File: src/rtl/srch_cmd_pkg.sv
// Shared instruction codes and class predicates for the search request
// decoder. Assumes a three-bit instruction field.
package srch_cmd_pkg;

    typedef enum logic [2:0] {
        OP_LOOKUP  = 3'b000,
        OP_LEARN   = 3'b001,
        OP_READ    = 3'b010,
        OP_WRITE   = 3'b011,
        OP_SRAM_RD = 3'b100,
        OP_SRAM_NW = 3'b101,
        OP_RSVD6   = 3'b110,
        OP_RSVD7   = 3'b111
    } op_code_e;

    function automatic logic code_legal(input logic [2:0] c);
        return (c <= 3'd5);
    endfunction

    function automatic logic code_uses_lktype(input logic [2:0] c);
        return (c == OP_LOOKUP) || (c == OP_LEARN);
    endfunction

    function automatic logic code_uses_gmask(input logic [2:0] c);
        return (c == OP_LOOKUP) || (c == OP_WRITE);
    endfunction

    function automatic logic code_is_rw(input logic [2:0] c);
        return (c == OP_READ) || (c == OP_WRITE);
    endfunction

endpackage

File: src/rtl/srch_field_mask.sv
// Combinational field qualifier: zeroes the lookup-type and mask-group
// fields for classes that ignore them and flags illegal codes.
// Assumes the code is the raw first-cycle instruction.
module srch_field_mask
    import srch_cmd_pkg::*;
#(
    parameter int LKT_W = 2,
    parameter int GM_W  = 3
) (
    input  logic [2:0]       code,
    input  logic [LKT_W-1:0] lkt_in,
    input  logic [GM_W-1:0]  gm_in,
    output logic [LKT_W-1:0] lkt_out,
    output logic [GM_W-1:0]  gm_out,
    output logic             legal
);

    // Apply per-class masking of the optional fields.
    always_comb begin
        legal   = code_legal(code);
        lkt_out = code_uses_lktype(code) ? lkt_in : '0;
        gm_out  = code_uses_gmask(code)  ? gm_in  : '0;
    end

endmodule

File: src/rtl/srch_burst_ctr.sv
// Internal write-address counter. A load has priority over an advance, and
// the count wraps at 2^ADDR_W. Assumes a synchronous active-low reset.
module srch_burst_ctr #(
    parameter int ADDR_W = 8
) (
    input  logic              clk,
    input  logic              rst_n,
    input  logic              load,
    input  logic [ADDR_W-1:0] load_val,
    input  logic              adv,
    output logic [ADDR_W-1:0] cnt
);

    // Load, step or hold the address counter.
    always_ff @(posedge clk) begin
        if (!rst_n) begin
            cnt <= '0;
        end else if (load) begin
            cnt <= load_val;
        end else if (adv) begin
            cnt <= cnt + 1'b1;
        end
    end

endmodule

File: src/rtl/srch_req_seq.sv
// Two-cycle request sequencer. It captures first-cycle fields, takes the
// result select and data in the second cycle, holds the enable bit and
// issues the decoded record. Assumes the fields are already class-masked.
module srch_req_seq
    import srch_cmd_pkg::*;
#(
    parameter int LKT_W  = 2,
    parameter int GM_W   = 3,
    parameter int RS_W   = 4,
    parameter int DATA_W = 16,
    parameter int ADDR_W = 8,
    parameter logic [ADDR_W-1:0] CTRL_ADDR = '1
) (
    input  logic              clk,
    input  logic              rst_n,
    input  logic              strobe,
    input  logic [2:0]        code,
    input  logic              legal,
    input  logic [LKT_W-1:0]  lkt_m,
    input  logic [GM_W-1:0]   gm_m,
    input  logic [RS_W-1:0]   regsel,
    input  logic [DATA_W-1:0] data,
    input  logic              addr_vld,
    input  logic [ADDR_W-1:0] cnt,
    output logic              ctr_load,
    output logic              en_q,
    output logic              op_valid,
    output logic [2:0]        op_class,
    output logic [RS_W-1:0]   op_cmp_sel,
    output logic [RS_W-1:0]   op_res_sel,
    output logic [LKT_W-1:0]  op_lktype,
    output logic [GM_W-1:0]   op_gmsel,
    output logic [ADDR_W-1:0] op_addr,
    output logic [DATA_W-1:0] op_data,
    output logic              illegal_cmd,
    output logic              proto_err
);

    logic             pend_q;
    logic             ctrl_q;
    logic [2:0]       code_q;
    logic [LKT_W-1:0] lkt_q;
    logic [GM_W-1:0]  gm_q;
    logic [RS_W-1:0]  cmp_q;
    logic             start;
    logic             is_ctrl;

    // Decode request start, counter load and control-register hit.
    always_comb begin
        start    = strobe && !pend_q && legal;
        ctr_load = start && code_is_rw(code) && addr_vld;
        is_ctrl  = (code == OP_WRITE) && addr_vld && (data[ADDR_W-1:0] == CTRL_ADDR);
    end

    // Sequence the two request cycles and issue the record.
    always_ff @(posedge clk) begin
        if (!rst_n) begin
            pend_q      <= 1'b0;
            ctrl_q      <= 1'b0;
            code_q      <= '0;
            lkt_q       <= '0;
            gm_q        <= '0;
            cmp_q       <= '0;
            en_q        <= 1'b0;
            op_valid    <= 1'b0;
            op_class    <= '0;
            op_cmp_sel  <= '0;
            op_res_sel  <= '0;
            op_lktype   <= '0;
            op_gmsel    <= '0;
            op_addr     <= '0;
            op_data     <= '0;
            illegal_cmd <= 1'b0;
            proto_err   <= 1'b0;
        end else begin
            op_valid    <= 1'b0;
            illegal_cmd <= strobe && !pend_q && !legal;
            proto_err   <= strobe && pend_q;
            if (pend_q) begin
                pend_q <= 1'b0;
                if (ctrl_q) begin
                    en_q <= data[0];
                end else if (en_q) begin
                    op_valid   <= 1'b1;
                    op_class   <= code_q;
                    op_cmp_sel <= cmp_q;
                    op_res_sel <= regsel;
                    op_lktype  <= lkt_q;
                    op_gmsel   <= gm_q;
                    op_addr    <= cnt;
                    op_data    <= data;
                end
            end else if (start) begin
                pend_q <= 1'b1;
                ctrl_q <= is_ctrl;
                code_q <= code;
                lkt_q  <= lkt_m;
                gm_q   <= gm_m;
                cmp_q  <= regsel;
            end
        end
    end

endmodule

File: src/rtl/srch_cmd_decoder.sv
// Top of the search request command decoder. It joins the field mask,
// the address counter and the request sequencer. Assumes DATA_W >= ADDR_W
// and inputs that are synchronous to clk.
module srch_cmd_decoder #(
    parameter int LKT_W  = 2,
    parameter int GM_W   = 3,
    parameter int RS_W   = 4,
    parameter int DATA_W = 16,
    parameter int ADDR_W = 8,
    parameter logic [ADDR_W-1:0] CTRL_ADDR = '1
) (
    input  logic              clk,
    input  logic              rst_n,
    input  logic              req_strobe,
    input  logic [2:0]        cmd_instr,
    input  logic [LKT_W-1:0]  cmd_lktype,
    input  logic [GM_W-1:0]   cmd_gmsel,
    input  logic [RS_W-1:0]   cmd_regsel,
    input  logic [DATA_W-1:0] req_data,
    input  logic              req_addr_vld,
    input  logic              burst_adv,
    output logic              op_valid,
    output logic [2:0]        op_class,
    output logic [RS_W-1:0]   op_cmp_sel,
    output logic [RS_W-1:0]   op_res_sel,
    output logic [LKT_W-1:0]  op_lktype,
    output logic [GM_W-1:0]   op_gmsel,
    output logic [ADDR_W-1:0] op_addr,
    output logic [DATA_W-1:0] op_data,
    output logic              illegal_cmd,
    output logic              proto_err
);

    logic [LKT_W-1:0]  lkt_m;
    logic [GM_W-1:0]   gm_m;
    logic              legal;
    logic              ctr_load;
    logic              en_q;
    logic [ADDR_W-1:0] burst_cnt;

    srch_field_mask #(.LKT_W(LKT_W), .GM_W(GM_W)) u_mask (
        .code    (cmd_instr),
        .lkt_in  (cmd_lktype),
        .gm_in   (cmd_gmsel),
        .lkt_out (lkt_m),
        .gm_out  (gm_m),
        .legal   (legal)
    );

    srch_burst_ctr #(.ADDR_W(ADDR_W)) u_ctr (
        .clk      (clk),
        .rst_n    (rst_n),
        .load     (ctr_load),
        .load_val (req_data[ADDR_W-1:0]),
        .adv      (burst_adv),
        .cnt      (burst_cnt)
    );

    srch_req_seq #(
        .LKT_W(LKT_W), .GM_W(GM_W), .RS_W(RS_W),
        .DATA_W(DATA_W), .ADDR_W(ADDR_W), .CTRL_ADDR(CTRL_ADDR)
    ) u_seq (
        .clk         (clk),
        .rst_n       (rst_n),
        .strobe      (req_strobe),
        .code        (cmd_instr),
        .legal       (legal),
        .lkt_m       (lkt_m),
        .gm_m        (gm_m),
        .regsel      (cmd_regsel),
        .data        (req_data),
        .addr_vld    (req_addr_vld),
        .cnt         (burst_cnt),
        .ctr_load    (ctr_load),
        .en_q        (en_q),
        .op_valid    (op_valid),
        .op_class    (op_class),
        .op_cmp_sel  (op_cmp_sel),
        .op_res_sel  (op_res_sel),
        .op_lktype   (op_lktype),
        .op_gmsel    (op_gmsel),
        .op_addr     (op_addr),
        .op_data     (op_data),
        .illegal_cmd (illegal_cmd),
        .proto_err   (proto_err)
    );

endmodule

File: config.mk
export PLATFORM = sky130hd
export DESIGN_NAME = srch_cmd_decoder
export DESIGN_NICKNAME = d
export VERILOG_FILES = /design/src/rtl/srch_cmd_pkg.sv /design/src/rtl/srch_field_mask.sv /design/src/rtl/srch_burst_ctr.sv /design/src/rtl/srch_req_seq.sv /design/src/rtl/srch_cmd_decoder.sv
export SDC_FILE = /design/constraint.sdc
export NUM_CORES = 1
export LEC_CHECK = 0
export BUFFER_PORTS_ARGS = -buffer_cell sky130_fd_sc_hd__buf_2
export CORE_ASPECT_RATIO = 0.8
export CORE_MARGIN = 4
export CORE_UTILIZATION = 50
export CTS_CLUSTER_DIAMETER = 50
export DETAILED_ROUTE_END_ITERATION = 6
export HOLD_SLACK_MARGIN = 0.03
export PLACE_DENSITY_LB_ADDON = 0.05
export SLEW_MARGIN = 10
export SYNTH_ARGS = -nofsm -noshare
export SYNTH_HDL_FRONTEND = slang
export SYNTH_HIERARCHICAL = 1
export SYNTH_SLANG_ARGS = --single-unit
File: constraint.sdc
create_clock -name clk -period 1.75 [get_ports clk]
set_input_delay 0.2625 -clock clk [delete_from_list [all_inputs] [get_ports clk]]
set_output_delay 0.2625 -clock clk [all_outputs]
set_load 0.02 [all_outputs]
# Yosys cells after proc, flatten, opt, wreduce, memory -nomap -nowiden
# Cells that the tools add are included.
dict set report word_totals {
  regBits 66
  word_cells 53
}
dict set report op_classes {
  reduce_logical 20
  n_mux 6
  add_sub_neg 1
  n_eq_ne 4
  bitwise_logic 3
  n_lt_le_gt_ge 1
}
# op count
set ops {}
lappend ops {{two-way mux 8 bit} 2}
lappend ops {{adder 8 x 1 -> 8 bit, second input constant} 1}
lappend ops {{== test 8 bit, second input constant} 1}
lappend ops {{logical AND 1 bit} 8}
lappend ops {{== test 3 x 2 -> 1 bit, second input constant} 2}
lappend ops {{AND reduction 2 bit} 2}
lappend ops {{== test 3 x 1 -> 1 bit, second input constant} 1}
lappend ops {{less-or-equal comparator 3 bit, second input constant} 1}
lappend ops {{logical NOT 3 bit} 1}
lappend ops {{logical OR 1 bit} 3}
lappend ops {{two-way mux 3 bit} 1}
lappend ops {{NOT 1 bit} 3}
lappend ops {{AND reduction 3 bit} 1}
lappend ops {{OR reduction 3 bit} 1}
lappend ops {{logical NOT 1 bit} 2}
lappend ops {{two-way mux 1 bit} 2}
lappend ops {{two-way mux 2 bit} 1}
lappend ops {{nonzero test 2 bit} 1}
lappend ops {{OR reduction 2 bit} 1}

# Logic depth before layout (Yosys ltp)
# Gate-level depths: netlist of run 1.
dict set report depth {
  word_depth 6
  mapped_depth 7
}

# Modules after synthesis
# Netlist of run 1, hierarchy kept.
# mod area_each_um2 cells_each n_inst
set modules_own_cells {}
lappend modules_own_cells {srch_req_seq 2353.5 249 1}
lappend modules_own_cells {srch_burst_ctr 461.7 55 1}
lappend modules_own_cells {srch_field_mask 50.0 7 1}

# Worst setup path before layout of run 1
# No wires, ideal clock.
dict set report synth_timing {
  kind {register -> register}
  from {register u_seq.pend_q}
  to {register u_ctr.cnt[3]}
  stages_incl_launch_ff 7
  n_path_buf 1
  arrival_time_ns 1.438
  synth_period_minus_slack_ns 1.559
  slack_ns 0.191
  required_ns 1.629
  cell_sequence {dfxtp_1 nand3b_4 nor3_1 clkbuf_1 inv_1 o21ai_0 a21oi_1}
}
dict set report synth_between {
  elab_chain_len 6
  word_cells_on_any_way 7
  classes_between {1 x mux; 6 x reduce/logical}
}
# item line
set synth_lines {}
lappend synth_lines {{start, declared} srch_req_seq.sv:39} ;# logic pend_q;
lappend synth_lines {{start signal, assigned} srch_req_seq.sv:58} ;# pend_q <= 1'b0;
lappend synth_lines {{start signal, assigned} srch_req_seq.sv:80} ;# pend_q <= 1'b0;
lappend synth_lines {{start signal, assigned} srch_req_seq.sv:94} ;# pend_q <= 1'b1;
lappend synth_lines {{logical NOT 1 bit *} srch_req_seq.sv:50} ;# start = strobe && !pend_q && legal;
lappend synth_lines {{logical AND 1 bit * (2 in series)} srch_req_seq.sv:50}
lappend synth_lines {{logical AND 1 bit * (2 in series)} srch_req_seq.sv:51} ;# ctr_load = start && code_is_rw(code) && addr_vld;
lappend synth_lines {{via ctr_load} srch_cmd_decoder.sv:37} ;# logic ctr_load;
lappend synth_lines {{two-way mux 8 bit / nonzero test 2 bit (equally long branches)} --}
lappend synth_lines {{end signal, assigned} srch_burst_ctr.sv:19} ;# cnt <= load_val;
lappend synth_lines {{end signal, assigned} srch_burst_ctr.sv:21} ;# cnt <= cnt + 1'b1;
lappend synth_lines {{end, declared} srch_burst_ctr.sv:11} ;# output logic [ADDR_W-1:0] cnt
# The timed path passes the listed nets; every way through them passes the cells marked *.
# A chain may end at the register's enable or synchronous reset.

# Worst setup path in the final report of run 1
dict set report layout_timing {
  from {register u_seq.pend_q}
  to {register u_ctr.cnt[5]}
}
# Same word-level chain as after synthesis.

==> results of run 1 <==
## flip-flops by register name, summed over array words and instances, names as in the netlist, 2 cells and up
register	cells
u_seq/lkt_q	2
u_seq/op_addr	8
u_seq/code_q	3
u_seq/gm_q	3
u_seq/op_cmp_sel	4
u_seq/op_lktype	2
u_seq/op_res_sel	4
u_seq/op_gmsel	3
u_ctr/cnt	8
u_seq/op_class	3
u_seq/op_data	16
u_seq/cmp_q	4
## worst min-delay path by stage
stage / endpoint / slack (ns) / cells after the start
after detailed placement: u_seq/cmp_q[1] / 0.45 / 2
after global placement: u_seq/cmp_q[1] / 0.44 / 2
final: u_seq/op_data[15] / 0.17 / 3
after CTS: u_seq/op_data[15] / 0.15 / 3
after global routing: u_seq/op_data[15] / 0.15 / 3
after floorplan: u_ctr/cnt[0] / 0.38 / 1
## metal layers
layer | part of all wire (%) | track usage (%) | up-vias
li1 | - | - | 1197
met1 | 50 | 24.1 | 1046
met2 | 43 | 27.7 | 67
met3 | 6.6 | 7.70 | 5
met4 | 0.75 | 5.04 | 0
met5 | 0 | 0 | -
## Yosys cell counts, drive strengths merged, types with 2 or more instances
cell type  number
dfxtp          66
clkbuf          7
nor3            2
nand4           5
or4             2
mux2i           2
buf            12
o21ai           8
o211ai          2
a21boi         52
a21oi           2
nand3b          3
xnor2           2
xor2            3
nor3b           7
and3b           3
nand3           5
and2            5
nand2         112
## stage by stage
stage / worst slack (ns) / hold slack (ns)
2_1_floorplan: 0.191 / 0.384
3_3_place_gp: 0.148 / 0.442
3_5_place_dp: 0.106 / 0.446
4_1_cts: 0.276 / 0.153
5_1_grt: 0.190 / 0.148
6_report: 0.292 / 0.167
## cell families (layout without fill, tap and decap cells)
family,after synthesis,after routing,share of synthesized area [%]
XOR/XNOR,5,5,1.53
flip-flops,66,66,46.1
buffers and inverters,20,103,4.67
AND/OR/NAND/NOR,150,150,24.5
multiplexers,2,2,0.699
adder cells (fa/ha/maj),1,1,0.437
AO/OA/AOI/OAI,67,67,22.1
## final cells by class
class | count | area [sq um]
Fill cell | 497 | 2010
Inverter | 1 | 3.75
Tap cell | 78 | 97.6
Timing Repair Buffer | 86 | 458
Multi-Input combinational cell | 225 | 1410
Clock inverter | 4 | 25.0
Clock buffer | 12 | 165
Sequential cell | 66 | 1320
## critical path, stage by stage (launching register included)
cell and delay [ns]:
dfxtp_1 0.33, nand3b_4 0.13, nor3_1 0.05, buf_4 0.17, nand3b_1 0.16, or4_1 0.47
nand3_1 0.09
## power groups by stage
stage          registers (mW)  clock network (mW)  logic (mW)
3_5_place_dp             1.58                   0       0.188
5_1_grt                  1.55                1.31       0.208
2_1_floorplan            1.58                   0       0.109
3_3_place_gp             1.58                   0       0.187
6_report                 1.55                1.19       0.189
4_1_cts                  1.55                1.23       0.189
==> impl_metrics.yaml, run 1 <==
clock_tree:
  clk_pin_slew_ns: 0.07
  clk_latency_ns: 0.34
  cts_resized: 0
  clockBufferDepth: 2
  h-tree-depth: 3
  ctsHoldBuffers: 0
  cts_sinks: 66
  cts_tree: "yes"
  cts_setup_buffers: 0
  clock-root-buffer: "clkbuf_8"
  cts_buffers: 9
floorplan:
  die_area_sq_um: 7010
  initial_core_util_pct: 52.1
  core_sq_um: 5500
  io-pin-count: 76
  die_x_microns: 92.6
  rows: 24
  die_y_microns: 75.7
pwr:
  p_leak_nw: 1.40
  switchingPower_uw: 682
  p_seq_share_pct: 52.8
  power_frac_clock_pct: 40.7
  combPwrFrac_pct: 6.5
  power.internal_mw: 2.24
  p_sw_share_pct: 23.3
  powerDensity_nw_per_um2: 841
  total_power_mw: 2.93
  ir_drop_v: 0.000617
sta:
  tightest_slew_ns: 0.270
  rsz0062_at_grt: "no"
  maxSlewHeadroom_pct: 82.0
  slew_viol_final: 0
  fin_crit_sh_pct: 83.3
  tns_ns: 0
  fmax_mhz: 686
  finalSetupViolCount: 0
  post-route-min-period_ns: 1.46
  hold_violations: 0
  clock_skew_ns: 0.00479
synth:
  ys_ff_latch: 66
  ys.flop_type: "dfxtp_1"
  yosysSeqAreaShare_pct: 46.1
  synthDistinctLibCells: 39
  syn_inst: 311
  avgSynthCellArea_sq_um: 9.21
  synth_area_sq_um: 2870
  ys_warn_count: 6
  yosysTopAreaCell: "dfxtp_1"
  synth_nets: 345
  synth_edf_count: 0
  synth_top_area_share_pct: 46.1
  yosys-top-cells-area: "dfxtp_1 46%, a21boi_2 16%, nand2_1 15%"
  async_flop_share_pct: 0
setup_path:
  critical_path_class: "reg2reg"
  critPathArrivalTime_ns: 1.74
  endpoint: "u_ctr/cnt[5]"
  worstSetupStartpointType: "flop"
  regToRegStartpoint: "u_seq/pend_q"
  cp.required_ns: 2.03
  worst-r2r-setup-slack_ns: 0.29
  end_kind: "flop"
  crit_path_start: "u_seq/pend_q"
  regToRegEndpoint: "u_ctr/cnt[5]"
  crit_fanout: 14
  rr_worst_depth: 6
placed_design:
  place_congestion: 0.748
  hpwl_mm: 4.35
  port-buffer-count: 75
  dpl.cell_count: 456
  place_area_sq_um: 3290
route:
  first_iter_violations: 136
  drc: 0
  routed_wl_mm: 6.25
  wl_per_cell_microns: 13.2
  ant_nets: 0
  vias: 2315
  dr.pass1.iters: 4
  via_per_inst: 4.90
grt:
  antenna_found_initial: 0
  overflow: 0
  grt_pass1_vias: 2108
  grt_pass1_wl_mm: 9.98
  grt_max_degree: 28
  grt_usage_pct: 18.2
cells_and_area:
  final_cell_mix: "112 x nand2_1, 75 x buf_2, 66 x dfxtp_1, 40 x a21boi_2, 12 x clkbuf_8"
  n_antenna_cell: 0
  final_cells: 472
  final_common_cell: "nand2_1"
  stdcell_area_sq_um: 3480
  fin_nets: 423
  areaGrowthSynthToFinish_pct: 21.5
  drive_gt1_share_pct: 37.3
  final_core_util_pct: 63.3
flow_run:
  drv_cap: 0
outcome:
  status: "finished, final reports clean"
hold_path:
  hp-start: "req_data[15]"
  hold_class: "in2reg"
No activity file was read; power rests on OpenSTA's default activity.
==> inputs of run 2 (changes only) <==
==> constraint.sdc (replaced) <==
create_clock -name clk -period 1.4 [get_ports clk]
set_input_delay 0.21 -clock clk [delete_from_list [all_inputs] [get_ports clk]]
set_output_delay 0.21 -clock clk [all_outputs]
set_load 0.02 [all_outputs]
==> run 2 against run 1 <==
Compared with the run above:
- maximum frequency grew 9.8%
- sequential cell count did not move
- final cell count grew 1.3%
- first-iteration DRC count shrank 33%
- worst hold slack worse by 0.052 ns
- largest power group is now clock
==> impl_metrics.yaml, run 2 (same netlist as run 1, synthesis figures left out) <==
placed_design:
  port-buffer-count: 75
  hpwl_mm: 4.31
  dp_slack_ns: -0.0344
  place_congestion: 0.809
clock_tree:
  cts_resized: 0
  clk_latency_ns: 0.33
  clk_pin_slew_ns: 0.07
  cts_setup_buffers: 0
  clockBufferDepth: 2
  cts_sinks: 66
  clock-root-buffer: "clkbuf_8"
  h-tree-depth: 3
  ctsHoldBuffers: 0
  cts_buffers: 9
  cts_tree: "yes"
floorplan:
  die_area_sq_um: 7010
  io-pin-count: 76
  rows: 24
  die_x_microns: 92.6
  core_sq_um: 5500
  initial_core_util_pct: 52.1
  die_y_microns: 75.7
cells_and_area:
  areaGrowthSynthToFinish_pct: 26.8
  n_antenna_cell: 0
  final_cell_mix: "112 x nand2_1, 75 x buf_2, 66 x dfxtp_1, 40 x a21boi_2, 16 x buf_4"
  largest_reg_flops: 16
  final_common_cell: "nand2_1"
  final_core_util_pct: 66.1
  largest-register: "u_seq/op_data"
  top_regs: "u_seq/op_data: 16 flops, u_ctr/cnt: 8 flops, u_seq/op_addr: 8 flops"
  drive_gt1_share_pct: 38.5
  fin_nets: 429
route:
  first_iter_violations: 91
  ant_nets: 0
  drc: 0
  wl_per_cell_microns: 12.6
  via_per_inst: 4.83
  vias: 2309
  dr.pass1.iters: 4
  routed_wl_mm: 6.01
setup_path:
  slowest_delay_ns: 0.42
  rr_worst_depth: 4
  regToRegStartpoint: "u_ctr/cnt[0]"
  worst-r2r-setup-slack_ns: 0.07
  endpoint: "u_ctr/cnt[6]"
  critical_path_class: "reg2reg"
  crit_fanout: 4
  regToRegEndpoint: "u_ctr/cnt[6]"
  cp.required_ns: 1.66
  path_cells: "ha_1 -> nand3_1 -> or3_1 -> a31oi_1"
  cp_slowest_cell: "dfxtp_1"
  critPathArrivalTime_ns: 1.59
  crit_path_start: "u_ctr/cnt[0]"
  end_kind: "flop"
  worstSetupStartpointType: "flop"
grt:
  grt_usage_pct: 18.0
  grt_pass1_wl_mm: 9.97
  grt_pass1_vias: 2156
  grt_max_degree: 30
  overflow: 0
  antenna_found_initial: 0
pwr:
  p_leak_nw: 1.47
  powerDensity_nw_per_um2: 1190
  ir_drop_v: 0.000690
sta:
  rsz0062_at_grt: "no"
  maxSlewHeadroom_pct: 82.0
  fmax_mhz: 753
  hold_violations: 0
  post-route-min-period_ns: 1.33
  fin_crit_sh_pct: 94.8
  slew_viol_final: 0
  fin_ws_ns: 0.0727
  tightest_slew_ns: 0.270
  clock_skew_ns: 0.00810
  finalSetupViolCount: 0
hold_path:
  hold_class: "in2reg"
outcome:
  status: "finished, final reports clean"
flow_run:
  drv_cap: 0
-- run 2: routing by layer --
metal	global-route usage (%)	wire length, microns
met5	0	0
met4	5.53	53
met3	6.02	429
met2	29.6	2690
met1	22.8	2850
-- run 2: worst max-delay path: cells and delay by family, from the launching register on --
family | cells | cell delay [ns]
adder cells (fa/ha/maj) | 1 | 0.21
flip-flops | 1 | 0.42
AND/OR/NAND/NOR | 2 | 0.47
AO/OA/AOI/OAI | 1 | 0.16
-- run 2: metrics by stage --
step           instances  power (mW)  TNS, ns  hold WS, ns  instance area (sq um)
6_report             478        4.33        0        0.115                   3630
5_1_grt              478        4.50        0       0.0981                   3630
4_1_cts              478        4.37        0       0.0976                   3630
3_5_place_dp         462        2.23  -0.0411        0.446                   3350
3_3_place_gp         462        2.22        0        0.442                   3350
2_1_floorplan        311        2.11        0        0.332                   2870
-- run 2: power by group --
| part | leakage [nW] | internal, mW | switching (mW) |
|---|---|---|---|
| sequential | 0.534 | 1.91 | 0.0254 |
| clock | 0.133 | 1.42 | 0.727 |
| combinational | 0.807 | 0.132 | 0.123 |
| total | 1.47 | 3.46 | 0.875 |
-- run 2: cell type report --
cell class                 instances  area [sq um]
fill                             480          1860
clock buffer                      10           138
tap                               78          97.6
multi-input combinational        225          1420
clock inverter                     6           136
sequential                        66          1320
timing repair buffer              92           515
inverter                           1          3.75
-- run 2: worst min path at each step --
stage / start / end / depth (start not counted)
after detailed placement: u_seq/lkt_q[0] / u_seq/lkt_q[0] / 2
after floorplan: rst_n / u_ctr/cnt[0] / 1
final: req_data[15] / u_seq/op_data[15] / 3
after CTS: req_data[15] / u_seq/op_data[15] / 3
after global placement: u_seq/lkt_q[0] / u_seq/lkt_q[0] / 2
after global routing: req_data[15] / u_seq/op_data[15] / 3
